[src/rtl/snoop_pkg.sv]
`timescale 1ns/1ps
package snoop_pkg;
  typedef enum logic [1:0] {
    LS_INV = 2'b00,
    LS_SHR = 2'b01,
    LS_EXC = 2'b10,
    LS_MOD = 2'b11
  } line_st_t;
endpackage

[src/rtl/snp_tag_array.sv]
`timescale 1ns/1ps
module snp_tag_array
  import snoop_pkg::*;
#(
  parameter int SETS = 16,
  parameter int TW   = 23,
  localparam int IW  = $clog2(SETS)
) (
  input  logic          clk,
  input  logic          rst_n,
  input  logic [IW-1:0] rd_idx,
  output logic [TW-1:0] rd_tag,
  output line_st_t      rd_state,
  input  logic          fill_en,
  input  logic [IW-1:0] fill_idx,
  input  logic [TW-1:0] fill_tag,
  input  line_st_t      fill_state,
  input  logic          upd_en,
  input  line_st_t      upd_state
);
  logic [TW-1:0] tag_q [SETS];
  line_st_t      st_q  [SETS];

  assign rd_tag   = tag_q[rd_idx];
  assign rd_state = st_q[rd_idx];

  always_ff @(posedge clk) begin
    if (!rst_n) begin
      for (int s = 0; s < SETS; s++) begin
        tag_q[s] <= '0;
        st_q[s]  <= LS_INV;
      end
    end else begin
      // a fill into the same set replaces the line the update referred to
      if (upd_en && !(fill_en && fill_idx == rd_idx))
        st_q[rd_idx] <= upd_state;
      if (fill_en) begin
        tag_q[fill_idx] <= fill_tag;
        st_q[fill_idx]  <= fill_state;
      end
    end
  end
endmodule

[src/rtl/snp_wbuf.sv]
`timescale 1ns/1ps
module snp_wbuf #(
  parameter int NWB = 4,
  parameter int LW  = 27,
  localparam int SW = (NWB > 1) ? $clog2(NWB) : 1
) (
  input  logic           clk,
  input  logic           rst_n,
  input  logic           push_en,
  input  logic [LW-1:0]  push_line,
  input  logic [NWB-1:0] clr_mask,
  input  logic           rel_en,
  input  logic [LW-1:0]  rel_line,
  input  logic [LW-1:0]  look_line,
  output logic           look_hit
);
  logic [NWB-1:0] vld_q;
  logic [LW-1:0]  line_q [NWB];
  logic [NWB-1:0] look_m, rel_m;
  logic           have_free;
  logic [SW-1:0]  free_idx;

  for (genvar g = 0; g < NWB; g++) begin : g_cmp
    assign look_m[g] = vld_q[g] && (line_q[g] == look_line);
    assign rel_m[g]  = vld_q[g] && (line_q[g] == rel_line);
  end

  assign look_hit = |look_m;

  always_comb begin
    have_free = 1'b0;
    free_idx  = '0;
    for (int i = NWB - 1; i >= 0; i--) begin
      if (!vld_q[i]) begin
        have_free = 1'b1;
        free_idx  = SW'(i);
      end
    end
  end

  always_ff @(posedge clk) begin
    if (!rst_n) begin
      vld_q <= '0;
      for (int i = 0; i < NWB; i++) line_q[i] <= '0;
    end else begin
      for (int i = 0; i < NWB; i++)
        if (clr_mask[i] || (rel_en && rel_m[i])) vld_q[i] <= 1'b0;
      if (push_en && have_free) begin
        vld_q[free_idx]  <= 1'b1;
        line_q[free_idx] <= push_line;
      end
    end
  end
endmodule

[src/rtl/inq_snoop_responder.sv]
`timescale 1ns/1ps
module inq_snoop_responder
  import snoop_pkg::*;
#(
  parameter int AW    = 32,
  parameter int OFS_W = 5,
  parameter int SETS  = 16,
  parameter int NWB   = 4
) (
  input  logic           clk,
  input  logic           rst_n,
  input  logic           inq_strobe,
  input  logic [AW-1:0]  inq_addr,
  input  logic           inq_inv,
  output logic           rsp_valid,
  output logic           rsp_hit,
  output logic           rsp_hitm,
  output logic           busy,
  input  logic           fill_en,
  input  logic           fill_dside,
  input  logic [AW-1:0]  fill_addr,
  input  logic [1:0]     fill_state,
  input  logic           wbuf_push,
  input  logic [AW-1:0]  wbuf_addr,
  input  logic [NWB-1:0] wbuf_clr,
  output logic           wb_req_valid,
  input  logic           wb_req_ready,
  output logic [AW-1:0]  wb_req_addr,
  input  logic           wb_done
);
  localparam int IW = $clog2(SETS);
  localparam int LW = AW - OFS_W;
  localparam int TW = LW - IW;

  typedef enum logic [1:0] {ST_IDLE, ST_LOOK, ST_WREQ, ST_WAIT} phase_t;

  phase_t        phase_q;
  logic [LW-1:0] s1_line;
  logic          s1_inv;
  logic [IW-1:0] s1_idx;
  logic [TW-1:0] s1_tag;

  logic [TW-1:0] d_tag, i_tag;
  line_st_t      d_st, i_st;
  logic          d_match, d_mod, i_match, wb_hit;
  logic          any_m, any_h;
  logic          d_upd_en, i_upd_en, rel_en;
  line_st_t      d_upd_st;
  logic          unused_low_bits;

  assign unused_low_bits = ^{inq_addr[OFS_W-1:0], fill_addr[OFS_W-1:0], wbuf_addr[OFS_W-1:0]};

  assign s1_idx = s1_line[IW-1:0];
  assign s1_tag = s1_line[LW-1:IW];

  snp_tag_array #(.SETS(SETS), .TW(TW)) u_dtags (
    .clk(clk), .rst_n(rst_n),
    .rd_idx(s1_idx), .rd_tag(d_tag), .rd_state(d_st),
    .fill_en(fill_en && fill_dside),
    .fill_idx(fill_addr[OFS_W +: IW]), .fill_tag(fill_addr[AW-1 -: TW]),
    .fill_state(line_st_t'(fill_state)),
    .upd_en(d_upd_en), .upd_state(d_upd_st)
  );

  snp_tag_array #(.SETS(SETS), .TW(TW)) u_itags (
    .clk(clk), .rst_n(rst_n),
    .rd_idx(s1_idx), .rd_tag(i_tag), .rd_state(i_st),
    .fill_en(fill_en && !fill_dside),
    .fill_idx(fill_addr[OFS_W +: IW]), .fill_tag(fill_addr[AW-1 -: TW]),
    .fill_state(line_st_t'(fill_state)),
    .upd_en(i_upd_en), .upd_state(LS_INV)
  );

  snp_wbuf #(.NWB(NWB), .LW(LW)) u_wbuf (
    .clk(clk), .rst_n(rst_n),
    .push_en(wbuf_push), .push_line(wbuf_addr[AW-1:OFS_W]),
    .clr_mask(wbuf_clr),
    .rel_en(rel_en), .rel_line(s1_line),
    .look_line(s1_line), .look_hit(wb_hit)
  );

  // lookup results, held stable while the inquiry is outstanding
  assign d_match = (d_st != LS_INV) && (d_tag == s1_tag);
  assign d_mod   = d_match && (d_st == LS_MOD);
  assign i_match = (i_st != LS_INV) && (i_tag == s1_tag);
  assign any_m   = d_mod || wb_hit;
  assign any_h   = (d_match && !d_mod) || i_match;

  // clean lines change at the response; modified lines after the writeback
  assign rel_en   = (phase_q == ST_WAIT) && wb_done;
  assign d_upd_en = ((phase_q == ST_LOOK) && d_match && !d_mod) || (rel_en && d_mod);
  assign d_upd_st = s1_inv ? LS_INV : LS_SHR;
  assign i_upd_en = (phase_q == ST_LOOK) && i_match && s1_inv;

  always_ff @(posedge clk) begin
    if (!rst_n) begin
      phase_q   <= ST_IDLE;
      s1_line   <= '0;
      s1_inv    <= 1'b0;
      rsp_valid <= 1'b0;
      rsp_hit   <= 1'b0;
      rsp_hitm  <= 1'b0;
    end else begin
      rsp_valid <= 1'b0;
      rsp_hit   <= 1'b0;
      unique case (phase_q)
        ST_IDLE: if (inq_strobe) begin
          s1_line <= inq_addr[AW-1:OFS_W];
          s1_inv  <= inq_inv;
          phase_q <= ST_LOOK;
        end
        ST_LOOK: begin
          rsp_valid <= 1'b1;
          rsp_hit   <= any_h && !any_m;
          rsp_hitm  <= any_m;
          phase_q   <= any_m ? ST_WREQ : ST_IDLE;
        end
        ST_WREQ: if (wb_req_ready) phase_q <= ST_WAIT;
        ST_WAIT: if (wb_done) begin
          rsp_hitm <= 1'b0;
          phase_q  <= ST_IDLE;
        end
        default: phase_q <= ST_IDLE;
      endcase
    end
  end

  assign busy         = (phase_q != ST_IDLE);
  assign wb_req_valid = (phase_q == ST_WREQ);
  assign wb_req_addr  = {s1_line, {OFS_W{1'b0}}};
endmodule

[config.mk]
export PLATFORM = sky130hd
export DESIGN_NAME = inq_snoop_responder
export DESIGN_NICKNAME = d
export VERILOG_FILES = /design/src/rtl/snoop_pkg.sv /design/src/rtl/snp_tag_array.sv /design/src/rtl/snp_wbuf.sv /design/src/rtl/inq_snoop_responder.sv
export SDC_FILE = /design/constraint.sdc
export NUM_CORES = 1
export LEC_CHECK = 0
export BUFFER_PORTS_ARGS = -buffer_cell sky130_fd_sc_hd__buf_2
export CORE_UTILIZATION = 30
export DETAILED_ROUTE_END_ITERATION = 12
export PLACE_DENSITY = 0.46
export SLEW_MARGIN = 20
export SYNTH_ARGS = -nofsm -noshare
export SYNTH_HDL_FRONTEND = slang
export SYNTH_SLANG_ARGS = --single-unit
[constraint.sdc]
create_clock -name clk -period 3.6 [get_ports clk]
set_input_delay 0.54 -clock clk [delete_from_list [all_inputs] [get_ports clk]]
set_output_delay 0.54 -clock clk [all_outputs]
set_load 0.03 [all_outputs]
==> metrics <==
status finished, violations left; failing checks negative setup slack; CP required just over 4 ns; Non-Filler Instances about 5,500; core region area 0.148 mm2; part of the power in registers 48.4%; die height 389 um; Post-synth EDFFs 908; critical path class flip-flop to flip-flop; final worst setup slack -0.205 ns; combinational share of power 11.6%; area leader, netlist edfxtp_1; Synth cell types 63; die area 0.151 mm2; IO Count 148; latest clock arrival within the worst-skew pair 0.75 ns; warnings from Yosys 0; Avg Inst Size Synth 14.0 um2; P_leak 21.2 nW; Synth top cells by count edfxtp_1, and3_1, and2_1, clkbuf_1, mux4_2; Syn Inst Count 3,215; Post-DRT Antenna Nets 0; HPWL Detailed 100 mm; post-placement cell count 5,218; routed via count 28,900; CTS buffer count 109; Overflow after GRT 0; Post-Place Worst Slack -0.585 ns; final hold vios 0; worst min path class primary input to flip-flop; Detailed Route WL 163 mm; crit start category flip-flop; Power Density 487 mW/mm2; die width 389 um; 1st-iter DRT viols 2,699; count leader, synth edfxtp_1; Initial Utilization 30.3%; via-per-instance ratio 5.27; CTS Sinks 949; Switch Pwr between 6 and 7 mW; met3 Track Usage GR 4.35%; Critical Path AT roughly 4.3 ns; Pwr Total 26.7 mW; Yosys top cell area share 60.7%; Max-cap violations 0; worst-path fanout max 10; NumNets Final 3,566; Finished Cell Area about 0.055 mm2; min Tclk post-route 3.81 ns; post-synthesis sequential area ratio between 60% and 70%; upper clock frequency limit between 200 and 300 MHz; area grow syn2layout 21.9%; Max clock buf depth 3; initial antenna violation count 20; RSZ-0062 raised after global routing yes; Reg clk slew, reported paths 0.06 ns; dominant cells by area after synthesis edfxtp_1, and3_1, mux4_2; CP endpoint kind flip-flop; FFs w/ async S/R, synth 0%; first-pass GRT wire length 227 mm; CTS tree yes; met1 Usage GRT 30.2%; H-tree Lvls 3; FP Rows 141; Internal Power 19.8 mW; GR peak layer met2; clock skew about 0.042 ns; VDD IR max around 370 uV; #FFs+latches synth ~950; vias in the first global route 28,500; Post-Syn Area 0.0449 mm2; PortBufs approximately 130; Tcrit/Tclk final 106%; clock network power share between 40% and 50%; DRC viols 0; Slew Limit Fails 0; largest net degree at the start of global routing 101; DP Area 0.0496 mm2; Routability Congestion 0.828; measured slew at the worst slew-check pin roughly 1.1 ns; Initial DRT Pass Iterations 5; Avg WL per Cell 29.7 um; gr usage total 21.2%; Clock Root Buffer clkbuf_16; share of cells above drive strength 1 27.8%; sw frac 25.7%; ys flop type edfxtp_1; routing usage on met2 roughly a third; setup violators final 81; slew margin rel. 29.9%
[worst max-delay path, stage by stage, from the launching register on]
cell and delay [ns]:
dfxtp_4 0.43, buf_6 0.12, buf_12 0.13, buf_8 0.15
mux4_2 0.51, mux2i_1 0.15, buf_4 0.16, nand2_1 0.06
a32oi_1 0.32, o2111ai_1 0.18, or4_4 0.56, or3_4 0.38
clkbuf_16 0.21, o21bai_4 0.14
[final timing paths]
kind	from	endpoint	slack [ns]	cells past startpoint
hold / removal	inq_addr[16]	s1_line[11]$_SDFFE_PN0P_	0.06	3
setup reg to reg	flip-flop	u_itags.st_q[10][1]$_SDFFCE_PN0P_	-0.21	13
setup / recovery	flip-flop	u_itags.st_q[10][1]$_SDFFCE_PN0P_	-0.21	13
hold reg to reg	s1_line[5]$_SDFFE_PN0P_	s1_line[5]$_SDFFE_PN0P_	0.50	2
[logic make-up after synthesis]
group / Yosys count / share of synthesized area (%)
xor gates and xnor gates: 152 / 2.96
muxes: 294 / 11.1
other: 1 / 0.00835
buffers and inverters: 362 / 3.69
AOI/OAI and AO/OA: 221 / 3.51
DFF: 949 / 62.5
and+or+nand+nor: 1236 / 16.2
[cell type report]
type,count,area (um2)
repair buffers,475,4350
well taps,1930,2410
diodes,6,15.0
multi-input cells,1908,16500
clock buffers,129,2800
inverters,12,48.8
clock inverters,73,547
fillers,14000,93400
flip-flops and latches,949,28100
[cell usage in the layout, fill, tap and decap left out, types with 24 or more instances in the layout]
cell       instances
buf_2            126
mux4_2           160
clkinv_2          27
nand3_1           37
o21ai_0           24
buf_4            255
a21boi_0          29
xnor2_1           71
clkbuf_16        112
and2_1           311
xor2_1            79
o21bai_4          32
buf_12            58
dfxtp_1           37
o21ai_4           24
nand2_1          124
nor2_1            26
clkinv_1          28
edfxtp_1         908
and3_1           595
mux2i_1           94
[layer usage]
layer | vias to the layer above | wire, um
met4 | 24 | 3180
li1 | 12600 | -
met2 | 1005 | 74300
met1 | 15100 | 73200
met5 | - | 157
met3 | 186 | 12200
[per-stage QoR]
step | setup TNS (ns) | utilization (%) | hold slack (ns)
after floorplan | 0 | - | 0.482
after global placement | -30.27 | 33.5 | 0.480
after detailed placement | -32.32 | 33.5 | 0.491
after CTS | -10.94 | 36.6 | 0.00118
after global routing | -18.74 | 36.9 | 0.0562
final | -12.08 | 36.9 | 0.0606
[flip-flops by register name, summed over array words and instances (netlist names), named ones only]
register	flops
rsp_valid	1
u_itags.tag_q	368
s1_inv	1
u_dtags.tag_q	368
u_dtags.st_q	32
rsp_hit	1
rsp_hitm	1
u_wbuf.line_q	108
phase_q	1
u_wbuf.vld_q	4
s1_line	27
u_itags.st_q	32
[power by group through the flow]
stage          registers [mW]  logic (mW)  clock network [mW]
5_1_grt                  13.0        3.25                11.2
3_3_place_gp             13.1        2.85                   0
6_report                 12.9        3.09                10.6
3_5_place_dp             13.1        2.85                   0
4_1_cts                  12.9        3.03                10.8
2_1_floorplan            13.1        1.50                   0
[timing repair]
item,in CTS,in global routing
endpoints found under the hold margin,4,0
buffers inserted,28,16
cloned,7,3
resized for setup,126,69
hold buffers,4,0
endpoints found under the setup margin,83,83
pin swaps,41,12
No activity file was read; power rests on OpenSTA's default activity.
